--- config.mk ---
export PLATFORM = sky130hd
export DESIGN_NAME = uart_cmd_responder
export DESIGN_NICKNAME = d
export VERILOG_FILES = /design/src/rtl/uart_cmd_responder.sv
export SDC_FILE = /design/constraint.sdc
export NUM_CORES = 1
export LEC_CHECK = 0
export BUFFER_PORTS_ARGS = -buffer_cell sky130_fd_sc_hd__clkbuf_2
export CAP_MARGIN = 5
export CORE_MARGIN = 2
export CORE_UTILIZATION = 44
export CTS_BUF_LIST = sky130_fd_sc_hd__clkbuf_8
export DETAILED_ROUTE_END_ITERATION = 7
export PLACE_DENSITY_LB_ADDON = 0.05
export SLEW_MARGIN = 40
export SYNTH_ARGS = -nofsm -noshare
export SYNTH_HDL_FRONTEND = slang
export SYNTH_SLANG_ARGS = --single-unit
--- constraint.sdc ---
create_clock -name clk -period 1.4 [get_ports clk]
set_clock_uncertainty 0.2 [all_clocks]
set_input_delay 0.21 -clock clk [delete_from_list [all_inputs] [get_ports clk]]
set_output_delay 0.21 -clock clk [all_outputs]
set_load 0.03 [all_outputs]
--- src/rtl/uart_cmd_responder.sv ---
module uart_cmd_responder #(
  parameter int DW = 8
) (
  input  logic          clk,
  input  logic          rst_n,
  input  logic [DW-1:0] rx_data,
  input  logic          rx_valid,
  input  logic          err_valid,
  input  logic          err_frame,
  input  logic          err_parity,
  input  logic          err_overrun,
  output logic [DW-1:0] tx_data,
  output logic          tx_valid,
  input  logic          tx_ready,
  output logic          err_clear,
  output logic          reply_done
);
  localparam int NB = 4;
  localparam int IW = $clog2(NB);
  localparam logic [IW-1:0] LAST = IW'(NB - 1);

  logic          busy;
  logic [IW-1:0] idx;
  logic [DW-1:0] hi_q, lo_q, hi_d, lo_d;

  wire err_hit  = err_valid & (err_frame | err_parity | err_overrun);
  wire take_err = ~busy & err_hit;
  wire take_rx  = ~busy & ~err_hit & rx_valid;
  wire hand     = busy & tx_ready;

  assign tx_valid   = busy;
  assign err_clear  = take_err;
  assign reply_done = hand & (idx == LAST);

  always_comb begin
    if (take_err) begin
      lo_d = DW'(8'h45);
      if (err_frame)       hi_d = DW'(8'h46);
      else if (err_parity) hi_d = DW'(8'h50);
      else                 hi_d = DW'(8'h4F);
    end else if (rx_data == DW'(8'h54)) begin
      hi_d = DW'(8'h4F); lo_d = DW'(8'h4B);
    end else if (rx_data == DW'(8'h74)) begin
      hi_d = DW'(8'h6F); lo_d = DW'(8'h6B);
    end else begin
      hi_d = DW'(8'h55); lo_d = DW'(8'h43);
    end
  end

  always_comb begin
    case (idx)
      IW'(0):  tx_data = hi_q;
      IW'(1):  tx_data = lo_q;
      IW'(2):  tx_data = DW'(8'h0D);
      default: tx_data = DW'(8'h0A);
    endcase
  end

  always_ff @(posedge clk) begin
    if (!rst_n) begin
      busy <= 1'b0;
      idx  <= '0;
      hi_q <= '0;
      lo_q <= '0;
    end else if (take_err || take_rx) begin
      busy <= 1'b1;
      idx  <= '0;
      hi_q <= hi_d;
      lo_q <= lo_d;
    end else if (hand) begin
      idx <= idx + 1'b1;
      if (idx == LAST) busy <= 1'b0;
    end
  end
endmodule

==> run metrics, run 1 <==
leading cell types by total area after synthesis=sky130_fd_sc_hd__dfxtp_1 36%, sky130_fd_sc_hd__ha_1 7.0%, sky130_fd_sc_hd__nor2_1 5.2%; number of cell rows=14; synth unique cells=36; library cell used as clock root buffer=sky130_fd_sc_hd__clkbuf_8; share of the core filled with cells in the final layout=slightly below 90%; layout filler cell count=75; reg2reg start=idx[0]$_SDFFE_PP0P_; RSZ-0062 raised after global routing=true; max incr delay on CP=0.38 ns; number of nets in the layout=approximately 150; endpoints failing hold=0; total placed instance area=1020 sq um; count of maximum capacitance violations=0; Max Clock Freq=about 550 MHz; class of the worst hold path=in -> reg; status=finished with violations; count of warnings emitted by yosys=0; sw frac=between 30% and 40%; number of clock buffers inserted by TritonCTS=3; number of clock sinks=13; Setup-failing EPs final=11; Combinational Power Share=between 30% and 40%; crit share post-route=129%; top_reg_cell synth=sky130_fd_sc_hd__dfxtp_1; global-route wire length before repair=around 3600 microns; category of the worst setup path capture point=primary output; critical path's slowest cell=sky130_fd_sc_hd__dfxtp_4; routed vias/inst=between 5 and 6; post-synthesis to final-layout area growth=84.1%; share of final-layout standard cells stronger than drive strength 1=between 50% and 60%; CP startpoint kind=flip-flop; wire length reported by the detailed router=around 2800 microns; clock latency reported for the late side of the worst-skew pair=0.24 ns; cell area after technology mapping=about 720 sq um; count of hold-fix buffers inserted at cts=0; count of flip-flops with a built-in enable after synthesis=0; Yosys top cell by area=sky130_fd_sc_hd__dfxtp_1; highest fanout seen on the critical path=5; post-detail-place hpwl=between 1000 and 1500 microns; GR Overflow Total=0; synthesized netlist net count=between 100 and 150; Initial Util=~47%; number of placed I/O pins=27; CTS Buffer Depth=2; final number of max-transition violations=0; sequential cell area=about 270 sq um; leakage power=~0.57 nW; number of global-route vias before repair=802; synthesis-stage register bit count=13; total power density per cell area=~840 nW/um^2; Die Width=about 44 microns; initial antenna violation count=0; final weighted congestion in routability-driven placement=around 0.78; Critical Path End=tx_data[1]; number of antenna diodes=0; number of design rule violations left after detail routing=0; Switch Pwr=roughly 0.34 mW; CP Class=reg -> out; Worst Reg2Reg Path Length in Cells=5; transition time at the pin with the least slew margin=slightly above 0.5 ns; sequence of cells on the critical path=inv_4 > ha_4 > a221o_2 > buf_8; Reg-to-Reg End=tx_valid$_SDFFE_PN0P_; vias=~860; sequential element share of the synthesized area=36.4%; final instance area=between 1000 and 1500 sq um; ANT nets after route=0; Routed wire per std cell=between 15 and 20 microns; fraction of synthesis flops using an asynchronous set or reset pin=0%; number of violations reported at the end of detailed-routing iteration 0=21; violated checks=negative setup slack; sequential group share of total power=~38%; Buffers on Ports=25; arrival time of data at the critical path endpoint=1.40 ns; largest net degree at the start of global routing=10; smallest setup slack after layout=-0.410 ns; worst slew margin relative to its limit=66.1%; clock tree from TritonCTS=yes; Die Y=~44 microns; register-to-register setup slack=-0.05 ns; critical path startpoint=idx[1]$_SDFFE_PP0P_; relative contribution of the clock network to total power=between 20% and 30%; number of instances in the synthesized netlist=between 80 and 90; internal power consumption=roughly 0.77 mW; Total Die Area=~2000 sq um; shortest period the worst path allows=approximately 1.8 ns; syn avg cell area=approximately 8.4 sq um; standard cell core area=approximately 1500 sq um; area of the multi-input gates=between 500 and 600 sq um; Required @ worst endpoint=0.99 ns; first-pass iteration count of the detailed router=4; global router's overall resource usage=25.2%; clock-pin slew of the registers on the worst-case setup and hold paths=about 0.05 ns; maximum VDD drop=about 0.59 mV; share of the synthesized area in the top cell type=36.4%; total number of H-tree levels=1
-- cells in the final DEF, fill, tap and decap left out, types with 2 or more instances in the layout --
master	n
sky130_fd_sc_hd__a21oi_1	4
sky130_fd_sc_hd__buf_4	17
sky130_fd_sc_hd__buf_6	3
sky130_fd_sc_hd__buf_8	7
sky130_fd_sc_hd__clkbuf_2	16
sky130_fd_sc_hd__clkbuf_8	5
sky130_fd_sc_hd__dfxtp_1	10
sky130_fd_sc_hd__dfxtp_4	3
sky130_fd_sc_hd__ha_4	4
sky130_fd_sc_hd__inv_1	6
sky130_fd_sc_hd__nand2_1	5
sky130_fd_sc_hd__nand2b_1	2
sky130_fd_sc_hd__nand3_1	2
sky130_fd_sc_hd__nor2_1	5
sky130_fd_sc_hd__nor2_2	2
sky130_fd_sc_hd__nor2_4	3
sky130_fd_sc_hd__nor3_1	2
sky130_fd_sc_hd__o211ai_1	2
sky130_fd_sc_hd__o21ai_1	3
sky130_fd_sc_hd__o21bai_4	2
-- cells by family (layout without fill, tap and decap cells) --
group | Yosys count | in the layout | synth area share, %
flops | 13 | 13 | 36.4
xor+xnor | 1 | 1 | 1.22
other cells | 1 | 1 | 0.524
simple gates | 32 | 32 | 23.4
buf+inv | 10 | 56 | 5.94
fa+ha+maj | 4 | 4 | 6.99
compound gates | 24 | 24 | 25.5
-- metal layers --
metal,routed length [microns],vias to the layer above,track usage (%)
met5,0,-,0
met4,167,0,9.70
met3,138,18,5.71
met2,1460,38,46.2
met1,1020,408,27.9
li1,-,391,-
-- through the flow --
stage	TNS, ns	power [mW]	setup slack [ns]	instances	hold slack (ns)
2_1_floorplan	-0.405	0.575	-0.0747	85	0.164
6_report	-2.77	1.11	-0.410	147	0.0493
5_1_grt	-3.18	1.15	-0.445	147	0.0524
3_5_place_dp	-1.91	0.680	-0.273	141	0.250
3_3_place_gp	-1.47	0.674	-0.183	141	0.240
4_1_cts	-2.61	1.06	-0.373	148	0.00909
-- sequential cells by signal (all words and copies together) (netlist names) --
| register | cells |
|---|---|
| hi_q | 6 |
| idx | 2 |
| lo_q | 4 |
| tx_valid | 1 |
-- how the worst min path moves through the flow --
stage                     cells after the start                  from  slack, ns                    to
after detailed placement                      2  hi_q[5]$_SDFFE_PN0P_       0.25  hi_q[5]$_SDFFE_PN0P_
final                                         3              tx_ready       0.05   idx[1]$_SDFFE_PP0P_
after global placement                        2  hi_q[2]$_SDFFE_PN0P_       0.24  hi_q[2]$_SDFFE_PN0P_
after CTS                                     3            rx_data[5]      0.009  hi_q[5]$_SDFFE_PN0P_
after floorplan                               2            rx_data[5]       0.16  hi_q[5]$_SDFFE_PN0P_
after global routing                          3              tx_ready       0.05   idx[1]$_SDFFE_PP0P_
-- cell type report --
type                    instances  share of cell area (%)
flip-flops and latches         13                    20.6
clock inverters                 1                   0.285
inverters                       7                    2.56
multi-input cells              62                    43.5
repair buffers                 45                    28.4
clock buffers                   3                    3.13
well taps                      16                    1.52
-- critical path, delay by kind of cell (launching register included) --
family	cells	cell delay, ns
compound gates	1	0.38
fa+ha+maj	1	0.20
buf+inv	2	0.19
flops	1	0.38
-- what timing repair did --
action	in CTS	in global routing
pin swaps	6	4
buffers inserted	3	0
resized for setup	45	16
endpoints found under the setup margin	14	15
-- power by group through the flow --
stage,clock network (mW),registers [mW],logic [mW]
final,0.324,0.419,0.363
after CTS,0.324,0.414,0.323
after global routing,0.342,0.422,0.384
after global placement,0,0.419,0.255
after detailed placement,0,0.420,0.260
after floorplan,0,0.422,0.154
-- synth_stat cells, drive strengths merged (3+ instances only) --
library cell / n
inv: 7
a21oi: 4
nand2: 6
ha: 4
o21ai: 3
dfxtp: 13
nor2: 10
nand2b: 3
o21bai: 3
Power figures use the tool's default switching activity.
==> run 2, diff against run 1 <==
--- a/config.mk
+++ b/config.mk
@@ -5,12 +5,12 @@
 export SDC_FILE = /design/constraint.sdc
 export NUM_CORES = 1
 export LEC_CHECK = 0
-export BUFFER_PORTS_ARGS = -buffer_cell sky130_fd_sc_hd__clkbuf_2
 export CAP_MARGIN = 5
 export CORE_MARGIN = 2
-export CORE_UTILIZATION = 44
+export CORE_UTILIZATION = 51
 export CTS_BUF_LIST = sky130_fd_sc_hd__clkbuf_8
 export DETAILED_ROUTE_END_ITERATION = 7
+export DONT_BUFFER_PORTS = 1
 export PLACE_DENSITY_LB_ADDON = 0.05
 export SLEW_MARGIN = 40
 export SYNTH_ARGS = -nofsm -noshare
==> run metrics, run 2 (synthesized netlist as in run 1, its figures left out) <==
status=finished with violations; violated checks=negative setup slack; Setup-failing EPs final=12; post-synthesis to final-layout area growth=69.1%; leading cell types in the layout, fill and taps excluded=15 x sky130_fd_sc_hd__buf_4, 10 x sky130_fd_sc_hd__dfxtp_1, 8 x sky130_fd_sc_hd__buf_6, 6 x sky130_fd_sc_hd__inv_1; total power=between 1 and 1.5 mW; CP Class=reg -> out; relative contribution of the clock network to total power=between 30% and 40%; endpoints failing hold=0; transition time at the pin with the least slew margin=just under 0.6 ns; maximum VDD drop=0.814 mV; library cell used as clock root buffer=sky130_fd_sc_hd__clkbuf_8; routed vias/inst=between 6 and 7; CP bufs+invs=1; Max Clock Freq=about 560 MHz; count of maximum capacitance violations=0; final instance area=1210 sq um; sequence of cells on the critical path=inv_4 > ha_4 > a221o_2; Routed wire per std cell=around 23 microns; standard cell core area=about 1300 sq um; total number of H-tree levels=1; GR Overflow Total=0; shortest period the worst path allows=about 1.8 ns; cell type group with the largest total delay on the critical path=compound AO/OA/AOI/OAI gates; Required @ worst endpoint=just under 1 ns; category of the worst setup path capture point=primary output; Worst Reg2Reg Path Length in Cells=5; number of antenna diodes=0; wire length reported by the detailed router=about 3000 microns; commonest non-fill, non-tap cell in the layout=sky130_fd_sc_hd__buf_4; Combinational Power Share=30.7%; max incr delay on CP=0.46 ns; arrival time of data at the critical path endpoint=between 1 and 1.5 ns; number of clock sinks=13; global-route wire length before repair=around 3700 microns; registers with the most flip-flops=hi_q: 6 flops, lo_q: 4 flops, idx: 2 flops; clock-pin slew of the registers on the worst-case setup and hold paths=0.06 ns; post-detail-place hpwl=~1300 microns; Reg-to-Reg End=tx_valid$_SDFFE_PN0P_; critical path startpoint=idx[1]$_SDFFE_PP0P_; Buffers on Ports=0; ANT nets after route=0; number of clock buffers inserted by TritonCTS=3; smallest setup slack after layout=-0.378 ns; sw frac=approximately 32%; leakage power=about 0.49 nW; number of design rule violations left after detail routing=0; sequential group share of total power=37.9%; worst slew margin relative to its limit=60.2%; number of nets in the layout=between 100 and 150; largest net degree at the start of global routing=8; total placed instance area=slightly above 900 sq um; flip-flop count of the largest register, all copies and words added=6; critical path's slowest cell=sky130_fd_sc_hd__a221o_2; number of global-route vias before repair=a little under 800; cell count after placement=around 120; Switch Pwr=around 0.36 mW; register-to-register setup slack=-0.12 ns; internal power consumption=0.754 mW; crit share post-route=127%; clock latency reported for the late side of the worst-skew pair=between 0.2 and 0.3 ns; first-pass iteration count of the detailed router=4; initial antenna violation count=0; RSZ-0062 raised after global routing=true; clock tree from TritonCTS=yes; highest fanout seen on the critical path=5; Die Width=a little over 40 microns; share of final-layout standard cells stronger than drive strength 1=around half; Total Die Area=1720 sq um; global router's overall resource usage=29.5%; vias=between 800 and 900; number of placed I/O pins=27; count of non-filler cells in the finished layout=approximately 130; CTS Buffer Depth=2; reg2reg start=idx[1]$_SDFFE_PP0P_; CP startpoint kind=flip-flop; final weighted congestion in routability-driven placement=0.799; Critical Path End=tx_data[1]; total power density per cell area=around 900 nW/um^2; largest reg by FF count=hi_q; layout filler cell count=46; final number of max-transition violations=0; class of the worst hold path=in -> reg; Initial Util=55.0%; number of cell rows=13; number of stages on the worst setup path=3; Die Y=between 40 and 50 microns; number of violations reported at the end of detailed-routing iteration 0=66
[run 2: worst register-to-register path: stages (launching register included)]
cell                       delay (ns)
sky130_fd_sc_hd__dfxtp_4         0.37
sky130_fd_sc_hd__ha_4            0.19
sky130_fd_sc_hd__buf_6           0.12
sky130_fd_sc_hd__and3_4          0.19
sky130_fd_sc_hd__or2b_1          0.23
sky130_fd_sc_hd__a21boi_2        0.13
[run 2: metal layers]
metal / wire, microns / global-route usage, %
met5: 0 / 0
met3: 219 / 9.57
met1: 1110 / 27.2
met2: 1560 / 60.0
met4: 117 / 7.74
[run 2: how the worst min path moves through the flow]
stage / start / endpoint / depth (start not counted)
floorplan: rx_data[5] / hi_q[5]$_SDFFE_PN0P_ / 2
global placement: rst_n / lo_q[2]$_SDFFE_PN0P_ / 1
detailed placement: rst_n / lo_q[2]$_SDFFE_PN0P_ / 1
CTS: rx_data[3] / lo_q[3]$_SDFFE_PN0P_ / 3
global route: rst_n / idx[0]$_SDFFE_PP0P_ / 3
finish: rst_n / hi_q[3]$_SDFFE_PN0P_ / 2
[run 2: final cells by class]
type	instances	area [sq um]	share of cell area (%)
multi-input cells	62	568	46.9
repair buffers	28	275	22.8
flip-flops and latches	13	272	22.4
clock buffers	3	41.3	3.41
inverters	7	31.3	2.59
well taps	15	18.8	1.55
clock inverters	1	3.75	0.310
[run 2: power by group through the flow]
stage / Combinational [mW] / Clock (mW) / Sequential, mW
finish: 0.341 / 0.349 / 0.421
global route: 0.356 / 0.357 / 0.424
CTS: 0.288 / 0.332 / 0.414
detailed placement: 0.237 / 0 / 0.420
global placement: 0.234 / 0 / 0.419
floorplan: 0.154 / 0 / 0.422
[run 2: stage by stage]
step                      utilization [%]  worst slack [ns]  hold WS (ns)  setup TNS, ns
final                                93.0            -0.378        0.0290          -2.88
after global placement               70.4            -0.105         0.133         -0.643
after CTS                            85.4            -0.343       0.00478          -2.31
after floorplan                         -           -0.0747         0.164         -0.405
after global routing                 93.0            -0.403        0.0443          -3.25
after detailed placement             70.4            -0.136         0.134         -0.844
[run 2: what timing repair did]
| action | CTS | global route |
|---|---|---|
| buffers inserted | 3 | 4 |
| pin swaps | 10 | 15 |
| gates resized for setup | 25 | 15 |
| hold endpoints to repair | 10 | 0 |
| hold buffers | 3 | 0 |
| endpoints found under the setup margin | 16 | 14 |
==> run 3, diff against run 2 <==
--- a/config.mk
+++ b/config.mk
@@ -5,6 +5,7 @@
 export SDC_FILE = /design/constraint.sdc
 export NUM_CORES = 1
 export LEC_CHECK = 0
+export ABC_AREA = 1
 export CAP_MARGIN = 5
 export CORE_MARGIN = 2
 export CORE_UTILIZATION = 51
==> run metrics, run 3 <==
syn avg cell area=between 6 and 7 sq um; count of warnings emitted by yosys=0; total number of H-tree levels=1; commonest cells in the synthesized netlist=31 x sky130_fd_sc_hd__nand2_1, 22 x sky130_fd_sc_hd__inv_1, 13 x sky130_fd_sc_hd__dfxtp_1, 13 x sky130_fd_sc_hd__nor2_1, 8 x sky130_fd_sc_hd__nand3_1; Total Die Area=between 1500 and 2000 sq um; Initial Util=approximately 53%; first-pass iteration count of the detailed router=5; number of nets in the layout=between 150 and 200; global router's overall resource usage=23.0%; leading cell types in the layout, fill and taps excluded=23 x sky130_fd_sc_hd__nand2_1, 15 x sky130_fd_sc_hd__inv_1, 10 x sky130_fd_sc_hd__dfxtp_1, 10 x sky130_fd_sc_hd__buf_4, 8 x sky130_fd_sc_hd__nor2_1; total placed instance area=867 sq um; routed length on met3=80 microns; highest fanout seen on the critical path=5; CP startpoint kind=flip-flop; smallest setup slack after layout=-0.294 ns; number of placed I/O pins=27; total power density per cell area=just under 900 nW/um^2; Buffers on Ports=0; min-delay src=rst_n; maximum VDD drop=about 0.64 mV; number of cell rows=14; leading cell types by total area after synthesis=sky130_fd_sc_hd__dfxtp_1 34%, sky130_fd_sc_hd__nand2_1 15%, sky130_fd_sc_hd__inv_1 11%; Combinational Power Share=29.4%; number of violations reported at the end of detailed-routing iteration 0=6; class of the worst hold path=in -> reg; reg2reg start=tx_valid$_SDFFE_PN0P_; final weighted congestion in routability-driven placement=around 0.80; critical path startpoint=idx[0]$_SDFFE_PP0P_; endpoints failing hold=0; sequential group share of total power=about two fifths; violated checks=negative setup slack; initial antenna violation count=0; library cell used as clock root buffer=sky130_fd_sc_hd__clkbuf_8; final instance area=approximately 1200 sq um; wire length reported by the detailed router=around 1900 microns; arrival time of data at the critical path endpoint=about 1.3 ns; Max Clock Freq=~590 MHz; highest routing layer actually used=met4; largest net degree at the start of global routing=9; wire length the detailed router placed on met1=about 800 microns; Required @ worst endpoint=0.99 ns; final number of max-transition violations=0; share of the synthesized area in the top cell type=roughly 34%; largest reg by FF count=hi_q; share of the core filled with cells in the final layout=about four fifths; cell area after technology mapping=774 sq um; standard cell core area=around 1500 sq um; most frequently used cell type in the post-synthesis netlist=sky130_fd_sc_hd__nand2_1; GR Overflow Total=0; total power=about 1.1 mW; fraction of synthesis flops using an asynchronous set or reset pin=0%; number of antenna diodes=0; status=finished with violations; leakage power=~0.58 nW; shortest period the worst path allows=about 1.7 ns; commonest non-fill, non-tap cell in the layout=sky130_fd_sc_hd__nand2_1; registers with the most flip-flops=hi_q: 6 flops, lo_q: 4 flops, idx: 2 flops; wire length on met2=roughly 1000 microns; global-route wire length before repair=approximately 3100 microns; sequential element share of the synthesized area=around a third; number of design rule violations left after detail routing=0; Die Width=43.0 microns; routed vias/inst=slightly above 5; crit share post-route=121%; ANT nets after route=0; number of clock sinks=13; number of clock buffers inserted by TritonCTS=3; clock tree from TritonCTS=yes; synth unique cells=23; Die Y=43.0 microns; category of the worst setup path capture point=primary output; internal power consumption=about 0.72 mW; post-synthesis to final-layout area growth=53.2%; CTS Buffer Depth=2; synthesized netlist net count=between 100 and 150; clock latency reported for the late side of the worst-skew pair=0.24 ns; CP Class=reg -> out; Yosys top cell by area=sky130_fd_sc_hd__dfxtp_1; count of flip-flops with a built-in enable after synthesis=0; relative contribution of the clock network to total power=about 31%; sw frac=roughly a third; count of maximum capacitance violations=0; RSZ-0062 raised after global routing=true; Setup-failing EPs final=8; number of global-route vias before repair=roughly 760; vias=roughly 790; Final TNS setup=-1.87 ns; clock-pin slew of the registers on the worst-case setup and hold paths=roughly 0.05 ns; post-detail-place hpwl=between 1000 and 1500 microns; Routed wire per std cell=12.3 microns; Switch Pwr=0.340 mW; synthesis-stage register bit count=13; share of final-layout standard cells stronger than drive strength 1=43.6%; top_reg_cell synth=sky130_fd_sc_hd__dfxtp_1; flip-flop count of the largest register, all copies and words added=6; number of instances in the synthesized netlist=~120
## run 3: changes by cell type in the layout (fill, tap and decap cells not counted), moves of 3 or more
cell and delta:
sky130_fd_sc_hd__nand2_4 +4, sky130_fd_sc_hd__buf_4 -5, sky130_fd_sc_hd__o21ai_1 +4, sky130_fd_sc_hd__inv_1 +9, sky130_fd_sc_hd__nand2_2 +5, sky130_fd_sc_hd__dlygate4sd3_1 +3
sky130_fd_sc_hd__nor2_1 +3, sky130_fd_sc_hd__buf_6 -4, sky130_fd_sc_hd__nand2_1 +18, sky130_fd_sc_hd__inv_4 +5, sky130_fd_sc_hd__nand3_1 +4
## run 3: per-layer routing
metal	track usage (%)	up-vias
li1	-	403
met1	25.7	366
met2	39.4	19
met3	7.66	4
met4	9.70	0
met5	0	-
## run 3: stage by stage
step / std cells / hold WS [ns] / worst slack, ns
2_1_floorplan: 117 / 0.108 / -0.0316
3_3_place_gp: 137 / 0.117 / -0.0441
3_5_place_dp: 137 / 0.123 / -0.0687
4_1_cts: 152 / 0.0195 / -0.321
5_1_grt: 156 / 0.0571 / -0.332
6_report: 156 / 0.0287 / -0.294
## run 3: critical path, stage by stage, from the launching register on
cell                      delay (ns)
sky130_fd_sc_hd__dfxtp_4        0.39
sky130_fd_sc_hd__inv_4          0.04
sky130_fd_sc_hd__ha_4           0.17
sky130_fd_sc_hd__a221o_2        0.44
## run 3: cell type report
class	count	area [sq um]
clock buffers	3	41.3
clock inverters	1	5.00
fillers	101	285
inverters	25	116
multi-input cells	78	542
flip-flops and latches	13	272
well taps	16	20.0
repair buffers	20	190
## run 3: cells by family (layout without fill, tap and decap cells)
logic type | after synthesis | after routing | share of synthesized area (%)
AND/OR/NAND/NOR | 60 | 60 | 36.2
adder cells (fa/ha/maj) | 4 | 4 | 6.46
buffers and inverters | 26 | 49 | 13.1
other | 1 | 1 | 0.484
flip-flops | 13 | 13 | 33.6
XOR/XNOR | 1 | 1 | 1.13
AO/OA/AOI/OAI | 12 | 12 | 9.05
## run 3: worst paths after layout
kind,endpoint,slack [ns],depth (start not counted)
max,tx_data[1],-0.29,3
min reg2reg,hi_q[0]$_SDFFE_PN0P_,0.25,2
min,tx_valid$_SDFFE_PN0P_,0.03,2
max reg2reg,hi_q[3]$_SDFFE_PN0P_,0.02,7
## run 3: power by group through the flow
stage / registers (mW) / logic, mW / clock network (mW)
4_1_cts: 0.422 / 0.270 / 0.331
6_report: 0.424 / 0.311 / 0.321
3_3_place_gp: 0.427 / 0.218 / 0
5_1_grt: 0.427 / 0.339 / 0.348
2_1_floorplan: 0.426 / 0.176 / 0
3_5_place_dp: 0.427 / 0.221 / 0
## run 3: timing repair
action,4_1_cts,5_1_grt
setup buffers,6,4
endpoints found under the setup margin,9,14
gates resized for setup,27,19
hold endpoints to repair,9,0
hold buffers,5,0
pin swaps,5,12
